[config.mk]
export PLATFORM = sky130hd
export DESIGN_NAME = bus_parity_xcvr
export DESIGN_NICKNAME = d
export VERILOG_FILES = /design/src/rtl/bpx_pkg.sv /design/src/rtl/parity_stage9.sv /design/src/rtl/parity_cascade.sv /design/src/rtl/powerup_hold.sv /design/src/rtl/bus_parity_xcvr.sv
export SDC_FILE = /design/constraint.sdc
export NUM_CORES = 1
export LEC_CHECK = 0
export BUFFER_PORTS_ARGS = -buffer_cell sky130_fd_sc_hd__buf_2
export CAP_MARGIN = 40
export CORE_MARGIN = 2
export CORE_UTILIZATION = 45
export CTS_BUF_LIST = sky130_fd_sc_hd__clkbuf_4
export DETAILED_ROUTE_END_ITERATION = 10
export PLACE_DENSITY = 0.77
export SYNTH_ARGS = -nofsm -noshare
export SYNTH_HDL_FRONTEND = slang
export SYNTH_HIERARCHICAL = 1
export SYNTH_SLANG_ARGS = --single-unit
[constraint.sdc]
create_clock -name clk -period 7 [get_ports clk]
set_input_delay 0.7 -clock clk [delete_from_list [all_inputs] [get_ports clk]]
set_output_delay 0.7 -clock clk [all_outputs]
set_load 0.05 [all_outputs]
[src/rtl/bpx_pkg.sv]
// Package: shared constants and sizing helpers for the bus parity transceiver.
// Assumes stage fan-in of nine: the first stage takes nine data bits, and each
// following stage takes eight data bits plus the previous running result.
package bpx_pkg;

    localparam int STAGE_IN = 9;

    // Number of chained stages needed for a word of w bits.
    function automatic int stage_count(input int w);
        if (w <= STAGE_IN) return 1;
        return 1 + (w - STAGE_IN + (STAGE_IN - 2)) / (STAGE_IN - 1);
    endfunction

    // Padded width covered by n chained stages.
    function automatic int padded_width(input int n);
        return STAGE_IN + (STAGE_IN - 1) * (n - 1);
    endfunction

endpackage

[src/rtl/parity_stage9.sv]
// Module: parity_stage9
// One nine-input parity cell. odd_o is HIGH when an odd number of the inputs
// are HIGH. Purely combinational; assumes the caller ties unused inputs LOW.
module parity_stage9 (
    input  logic [8:0] bits_i,
    output logic       odd_o
);

    // Reduce the nine inputs to a single odd-count flag.
    always_comb begin
        odd_o = 1'b0;
        for (int k = 0; k < 9; k++) begin
            odd_o = odd_o ^ bits_i[k];
        end
    end

endmodule

[src/rtl/parity_cascade.sv]
// Module: parity_cascade
// Covers a DATA_W-bit word with a chain of nine-input stages. Stage 0 takes
// bits 8:0, and stage k takes eight further bits plus the odd flag of stage k-1.
// Assumes missing high bits are zero-padded, which does not change parity.
module parity_cascade #(
    parameter int DATA_W = 20
) (
    input  logic [DATA_W-1:0] data_i,
    output logic              word_odd_o
);
    import bpx_pkg::*;

    localparam int NSTG  = stage_count(DATA_W);
    localparam int PAD_W = padded_width(NSTG);

    logic [PAD_W-1:0] padded;
    logic [NSTG-1:0]  chain;

    // Zero-extend the word to a whole number of stages.
    always_comb padded = PAD_W'(data_i);

    parity_stage9 u_stage0 (
        .bits_i (padded[8:0]),
        .odd_o  (chain[0])
    );

    generate
        for (genvar g = 1; g < NSTG; g++) begin : g_chain
            parity_stage9 u_stage (
                .bits_i ({padded[STAGE_IN + (STAGE_IN - 1) * (g - 1) +: STAGE_IN - 1], chain[g-1]}),
                .odd_o  (chain[g])
            );
        end
    endgenerate

    // Last stage of the chain holds the result for the whole word.
    always_comb word_odd_o = chain[NSTG-1];

endmodule

[src/rtl/powerup_hold.sv]
// Module: powerup_hold
// Counts HOLD_CYCLES clock edges after reset release and then raises done_o for
// good. The count saturates, so done_o stays HIGH until the next reset.
// Assumes a synchronous active-low reset.
module powerup_hold #(
    parameter int HOLD_CYCLES = 6
) (
    input  logic clk,
    input  logic rst_n,
    output logic done_o
);
    localparam int CW = $clog2(HOLD_CYCLES + 1) + 1;
    localparam logic [CW-1:0] LIMIT = CW'(HOLD_CYCLES);

    logic [CW-1:0] cnt_q;

    // Advance the hold count until it reaches the limit.
    always_ff @(posedge clk) begin
        if (!rst_n) begin
            cnt_q <= '0;
        end else if (cnt_q != LIMIT) begin
            cnt_q <= cnt_q + 1'b1;
        end
    end

    // The hold has ended once the limit is reached.
    always_comb done_o = (cnt_q == LIMIT);

endmodule

[src/rtl/bus_parity_xcvr.sv]
// Module: bus_parity_xcvr
// Bidirectional bus parity transceiver. The tri-state parity line is modelled
// as parity_out_o / parity_oe_o (driven by this block) and parity_in_i /
// parity_in_vld_i (what the bus carries and whether anyone drives it).
// In transmit mode (xmit_i LOW) it drives parity that makes the total odd and
// holds chk_ok_o HIGH. In receive mode it releases the line and checks for an
// odd total. All outputs are registered. Assumes a synchronous active-low reset.
module bus_parity_xcvr #(
    parameter int DATA_W      = 20,
    parameter int HOLD_CYCLES = 6
) (
    input  logic              clk,
    input  logic              rst_n,
    input  logic              xmit_i,
    input  logic [DATA_W-1:0] data_i,
    input  logic              parity_in_i,
    input  logic              parity_in_vld_i,
    output logic              parity_out_o,
    output logic              parity_oe_o,
    output logic              chk_ok_o,
    output logic              bus_floating_o
);

    logic word_odd;
    logic hold_done;
    logic rx_bit;
    logic floating_d;
    logic chk_ok_d;

    parity_cascade #(.DATA_W(DATA_W)) u_cascade (
        .data_i     (data_i),
        .word_odd_o (word_odd)
    );

    powerup_hold #(.HOLD_CYCLES(HOLD_CYCLES)) u_hold (
        .clk    (clk),
        .rst_n  (rst_n),
        .done_o (hold_done)
    );

    // Resolve the received bit; an undriven line reads as LOW.
    always_comb begin
        rx_bit     = parity_in_vld_i & parity_in_i;
        floating_d = xmit_i & ~parity_in_vld_i;
    end

    // Check result: inactive HIGH in transmit mode, odd-total test in receive mode.
    always_comb chk_ok_d = xmit_i ? (word_odd ^ rx_bit) : 1'b1;

    // Register the line drive, enable, check and floating outputs.
    always_ff @(posedge clk) begin
        if (!rst_n) begin
            parity_out_o   <= 1'b0;
            parity_oe_o    <= 1'b0;
            chk_ok_o       <= 1'b1;
            bus_floating_o <= 1'b0;
        end else begin
            parity_out_o   <= ~word_odd;
            parity_oe_o    <= hold_done & ~xmit_i;
            chk_ok_o       <= chk_ok_d;
            bus_floating_o <= floating_d;
        end
    end

endmodule

# Yosys cells after proc, flatten, opt, wreduce, memory -nomap -nowiden
# Cells that the tools add are included.
# W data, S select, Z words.
[op_classes]
addsub = 1
eq_ne = 2
n_bitwise = 26
reduce_logical = 1
[op_table]
columns = ["op", "n"]
rows = [
  ["$xor A1 B1 Y1", 20],
  ["$add A4 B1 Y4 const B", 1],
  ["$eq A4 B3 Y1 const B", 1],
  ["$ne A4 B3 Y1 const B", 1],
  ["$and A1 B1 Y1", 3],
  ["$not A1 Y1", 3],
  ["$reduce_and A2 Y1", 1],
]
[word_totals]
ff_bits = 8
inputBits = 25
output_inout_bits = 4
wordCells = 35

# Depth between registers and ports, before layout
[depth]
word_depth = 20
depth_mapped = 11
ltp_nobuf = 11

# Modules after synthesis
# The synthesis kept the hierarchy.
[modules_own_cells]
columns = ["mod", "instances", "cells_each", "area_each_um2", "seq_area_each_um2"]
rows = [
  ["parity_stage9", 3, 7, 82.6, 0.0],
  ["powerup_hold", 1, 22, 210.2, 80.1],
  ["bus_parity_xcvr", 1, 11, 127.6, 80.1],
  ["parity_cascade", 1, 1, 3.8, 0.0],
]

# Least setup slack after synthesis
# Ideal clock, no wire load.
[synth_path]
path_kind = "input to register"
start = "input port data_i[4]"
end = "register chk_ok_o"
setup_time_ns = 0.120
arrival_time_ns = 2.607
required_ns = 6.880
setup_slack_ns = 4.274
stages = 11
path_buffers = 0
path_cell_list = "xnor2_1 xnor3_1 xnor2_1 xor2_1 xnor2_1 xnor2_1 xor2_1 xnor2_1 xnor2_1 and3_1 o21bai_2"
[synth_between]
elab_chain_cells = 17
[synth_lines]
columns = ["element", "line", "text"]
rows = [
  ["start: declaration", "bus_parity_xcvr.sv:15", "input logic [DATA_W-1:0] data_i,"],
  ["$xor A1 B1 Y1 (5 in a row)", "parity_stage9.sv:13", "odd_o = odd_o ^ bits_i[k];"],
  ["via u_cascade.chain[0]", "parity_cascade.sv:17", "logic [NSTG-1:0] chain;"],
  ["$xor A1 B1 Y1 (8 in a row)", "parity_stage9.sv:13", ""],
  ["via u_cascade.chain[1]", "parity_cascade.sv:17", ""],
  ["$xor A1 B1 Y1 (3 in a row)", "parity_stage9.sv:13", ""],
  ["via word_odd", "bus_parity_xcvr.sv:24", "logic word_odd;"],
  ["$xor A1 B1 Y1", "bus_parity_xcvr.sv:48", "always_comb chk_ok_d = xmit_i ? (word_odd ^ rx_bit) : 1'b1;"],
  ["end signal: assignment", "bus_parity_xcvr.sv:60", "chk_ok_o <= chk_ok_d;"],
  ["end: declaration", "bus_parity_xcvr.sv:20", "output logic chk_ok_o,"],
]
# The timed path passes the listed nets, and every way through them passes these cells.
# A chain may end at the register's enable or synchronous reset.

# Worst setup path in the final report
# Ends and elaborated chain as after synthesis.

==> results.sh <==
export IMPL_ioPinCount=29
export IMPL_fin_crit_sh=0.388
export IMPL_hp_start="u_hold/cnt_q[3]$_SDFFE_PN0P_"
export IMPL_yosysWarnings=6
export IMPL_p_per_area_mw_per_mm2=237
export IMPL_yosys_most_used_dff="dfxtp_1"
export IMPL_die_h_um=40.2
export IMPL_synthesis_area_um2=589
export IMPL_die_area_mm2=0.00162
export IMPL_synth_cell_types=23
export IMPL_cts_max_level=1
export IMPL_p_sw_mw=0.0643
export IMPL_synth_top_area_share=0.272
export IMPL_status="finished clean"
export IMPL_pwr_share_clk=0.180
export IMPL_p_int_mw=0.120
export IMPL_wl_per_cell_um=9.05
export IMPL_synthSimpleGateAreaFrac=0.146
export IMPL_reg2reg_slack_ps=5770
export IMPL_grt_max_degree=11
export IMPL_swShare=0.348
export IMPL_die_width_um=40.2
export IMPL_synth_top_cells_by_area="dfxtp_1, xnor2_1, xnor3_1, xnor2_2, mux2i_1"
export IMPL_antenna_found_initial=0
export IMPL_ctsResizeCount=0
export IMPL_endpoint="chk_ok_o$_SDFF_PN1_"
export IMPL_hold_viol_final=0
export IMPL_setup_viol=0
export IMPL_track_usage=0.136
export IMPL_post_cts_setup_buffer_count=0
export IMPL_startpoint_type="input port"
export IMPL_power_frac_comb=0.526
export IMPL_grt_pass1_vias=436
export IMPL_synth_compound_area_frac=0.0467
export IMPL_rsz0062_at_grt="false"
export IMPL_synthMuxAreaShare=0.0510
export IMPL_core_mm2=0.00127
export IMPL_worstSetupPathType="input port to flop"
export IMPL_fillCellCount=119
export IMPL_num_rows=13
export IMPL_synth_area_per_cell_um2=10.7
export IMPL_ys_seq_area_frac=0.272
export IMPL_gp_congestion=0.584
export IMPL_clockRootBuffer="clkbuf_4"
export IMPL_drtIter0Drc=7
export IMPL_cts_sinks=8
export IMPL_synth_edf_count=0
export IMPL_drtAntennaViolNets=0
export IMPL_finalMaxSlewViolations=0
export IMPL_vias_per_cell=4.46
export IMPL_nNetsFinal=118
export IMPL_final_layout_size_suffix_gt1_frac=0.404
export IMPL_hold_buffers=0
export IMPL_overflow=0
export IMPL_final_area_um2=781
export IMPL_cts_buffers=3
export IMPL_cp_data_required_time_ps=7130
export IMPL_setup_ws_ps=4290
export IMPL_insertion_delay_ps=240
export IMPL_ir_drop_mv=0.135
export IMPL_startpoint="data_i[4]"
export IMPL_postLayoutCoreUtil=0.615
export IMPL_r2r_cells=4
export IMPL_synth_seq_cells=8
export IMPL_leakage_nw=0.400
export IMPL_timing_rr_start="u_hold/cnt_q[0]$_SDFFE_PN0P_"
export IMPL_grt_first_pass_wirelength_um=1420
export IMPL_cts_tree="yes"
export IMPL_cap_viol_max_count=0
export IMPL_synthArstFlopShare=0
export IMPL_clk_path_buf_depth=2
export IMPL_synthCells=55
export IMPL_reg2reg_to="u_hold/cnt_q[3]$_SDFFE_PN0P_"
export IMPL_fin_crit_ps=2710
export IMPL_path_clk_slew_ps=50
export IMPL_vias=464
export IMPL_worstHoldPathType="flop to flop"
export IMPL_diodes=0
export IMPL_routed_wl_um=941
export IMPL_synth_top_area_cell="dfxtp_1"
export IMPL_post_place_ws_ps=4000
export IMPL_dr_pass1_iters=2
export IMPL_seq_power_share=0.294
export IMPL_end_kind="flop"
export IMPL_io_buffers=28
export IMPL_dpl_hpwl_um=802
export IMPL_cp_arrival_ps=2850
export IMPL_start_util=0.464
export IMPL_worstPathMaxFanout=3
export IMPL_route_detailed_drc=0
export IMPL_finClkSkew_ps=2.22
export IMPL_yosys_area_share_adder=0.0425
export IMPL_syn_to_final_growth_pct=32.5
export IMPL_dpl_cell_area_um2=758
export IMPL_synth_xor_area_frac=0.420
export IMPL_fin_setup_tns_ps=0
export IMPL_clock_fmax_mhz=369
export IMPL_synth_top_family_by_area="XOR/XNOR gates"
## how the worst min path moves through the flow
| stage | cells after the start | slack, ps | end |
|---|---|---|---|
| 2_1_floorplan | 1 | 440 | u_hold/cnt_q[2]$_SDFFE_PN0P_ |
| 6_report | 2 | 480 | u_hold/cnt_q[3]$_SDFFE_PN0P_ |
| 5_1_grt | 1 | 530 | u_hold/cnt_q[2]$_SDFFE_PN0P_ |
| 4_1_cts | 2 | 480 | u_hold/cnt_q[3]$_SDFFE_PN0P_ |
| 3_5_place_dp | 2 | 470 | u_hold/cnt_q[3]$_SDFFE_PN0P_ |
| 3_3_place_gp | 1 | 460 | u_hold/cnt_q[2]$_SDFFE_PN0P_ |
## kinds of logic after synthesis
kind of cell    count (synthesis)
fa+ha+maj                       2
simple gates                   14
compound gates                  4
buf+inv                         2
xor+xnor                       21
other cells                     1
mux                             3
flops                           8
## final cells by class
class	count	area (µm²)	share of cell area
multi-input combinational	49	435	0.558
sequential	8	160	0.205
timing repair buffer	28	140	0.179
tap	15	18.8	0.0240
inverter	1	3.75	0.00481
clock buffer	3	22.5	0.0288
## power groups by stage
stage / combinational [mW] / clock [mW] / sequential (mW)
5_1_grt: 0.106 / 0.0379 / 0.0552
4_1_cts: 0.0988 / 0.0346 / 0.0543
6_report: 0.0973 / 0.0332 / 0.0543
3_5_place_dp: 0.0987 / 0 / 0.0553
2_1_floorplan: 0.0640 / 0 / 0.0703
3_3_place_gp: 0.0954 / 0 / 0.0553
## per-layer routing
metal | part of all wire | vias to the layer above | track usage
met5 | 0 | - | 0
met1 | 0.38 | 198 | 0.108
met2 | 0.54 | 20 | 0.274
met4 | 0.020 | 0 | 0.100
met3 | 0.061 | 2 | 0.0333
li1 | - | 244 | -
## state kept, by name, indices dropped and copies added (netlist names)
signal and cells:
bus_floating_o 1, chk_ok_o 1, parity_oe_o 1, parity_out_o 1, u_hold/cnt_q 4
## stage by stage
stage / power (mW) / hold slack (ps) / cells
2_1_floorplan: 0.134 / 445 / 59
3_3_place_gp: 0.151 / 463 / 101
3_5_place_dp: 0.154 / 474 / 101
4_1_cts: 0.188 / 481 / 104
5_1_grt: 0.199 / 535 / 104
6_report: 0.185 / 482 / 104
## placed cells by master, fill, tap and decap left out
cell      Yosys  routed
conb_1        1       5
o21bai_2      1       1
buf_2         1      28
clkbuf_4      0       3
xor2_1        3       3
and2b_2       1       1
dfxtp_1       8       8
and3_1        1       1
and3b_1       2       2
nand3_1       1       1
o21ai_0       1       1
xnor2_1      12      12
xnor3_1       3       3
or3b_1        1       1
nand2_1       4       4
inv_1         1       1
nand2b_1      1       1
a21oi_1       1       1
xnor2_2       3       3
ha_1          2       2
or2b_1        2       2
nor2_1        1       1
a31oi_1       1       1
mux2i_1       3       3
## Yosys cell counts, drive strengths merged (2+ instances only)
cell type,n
xor2,3
or2b,2
nand2,4
xnor2,15
dfxtp,8
ha,2
mux2i,3
xnor3,3
and3b,2
## worst max-delay path: stages
cell and delay (ps):
buf_2 100, xnor2_1 150, xnor3_1 420, xnor2_1 210, xor2_1 200, xnor2_1 150, xnor2_1 160, xor2_1 190
xnor2_1 150, xnor2_1 170, and3_1 200, o21bai_2 60
(Power assumes the default switching activity.)
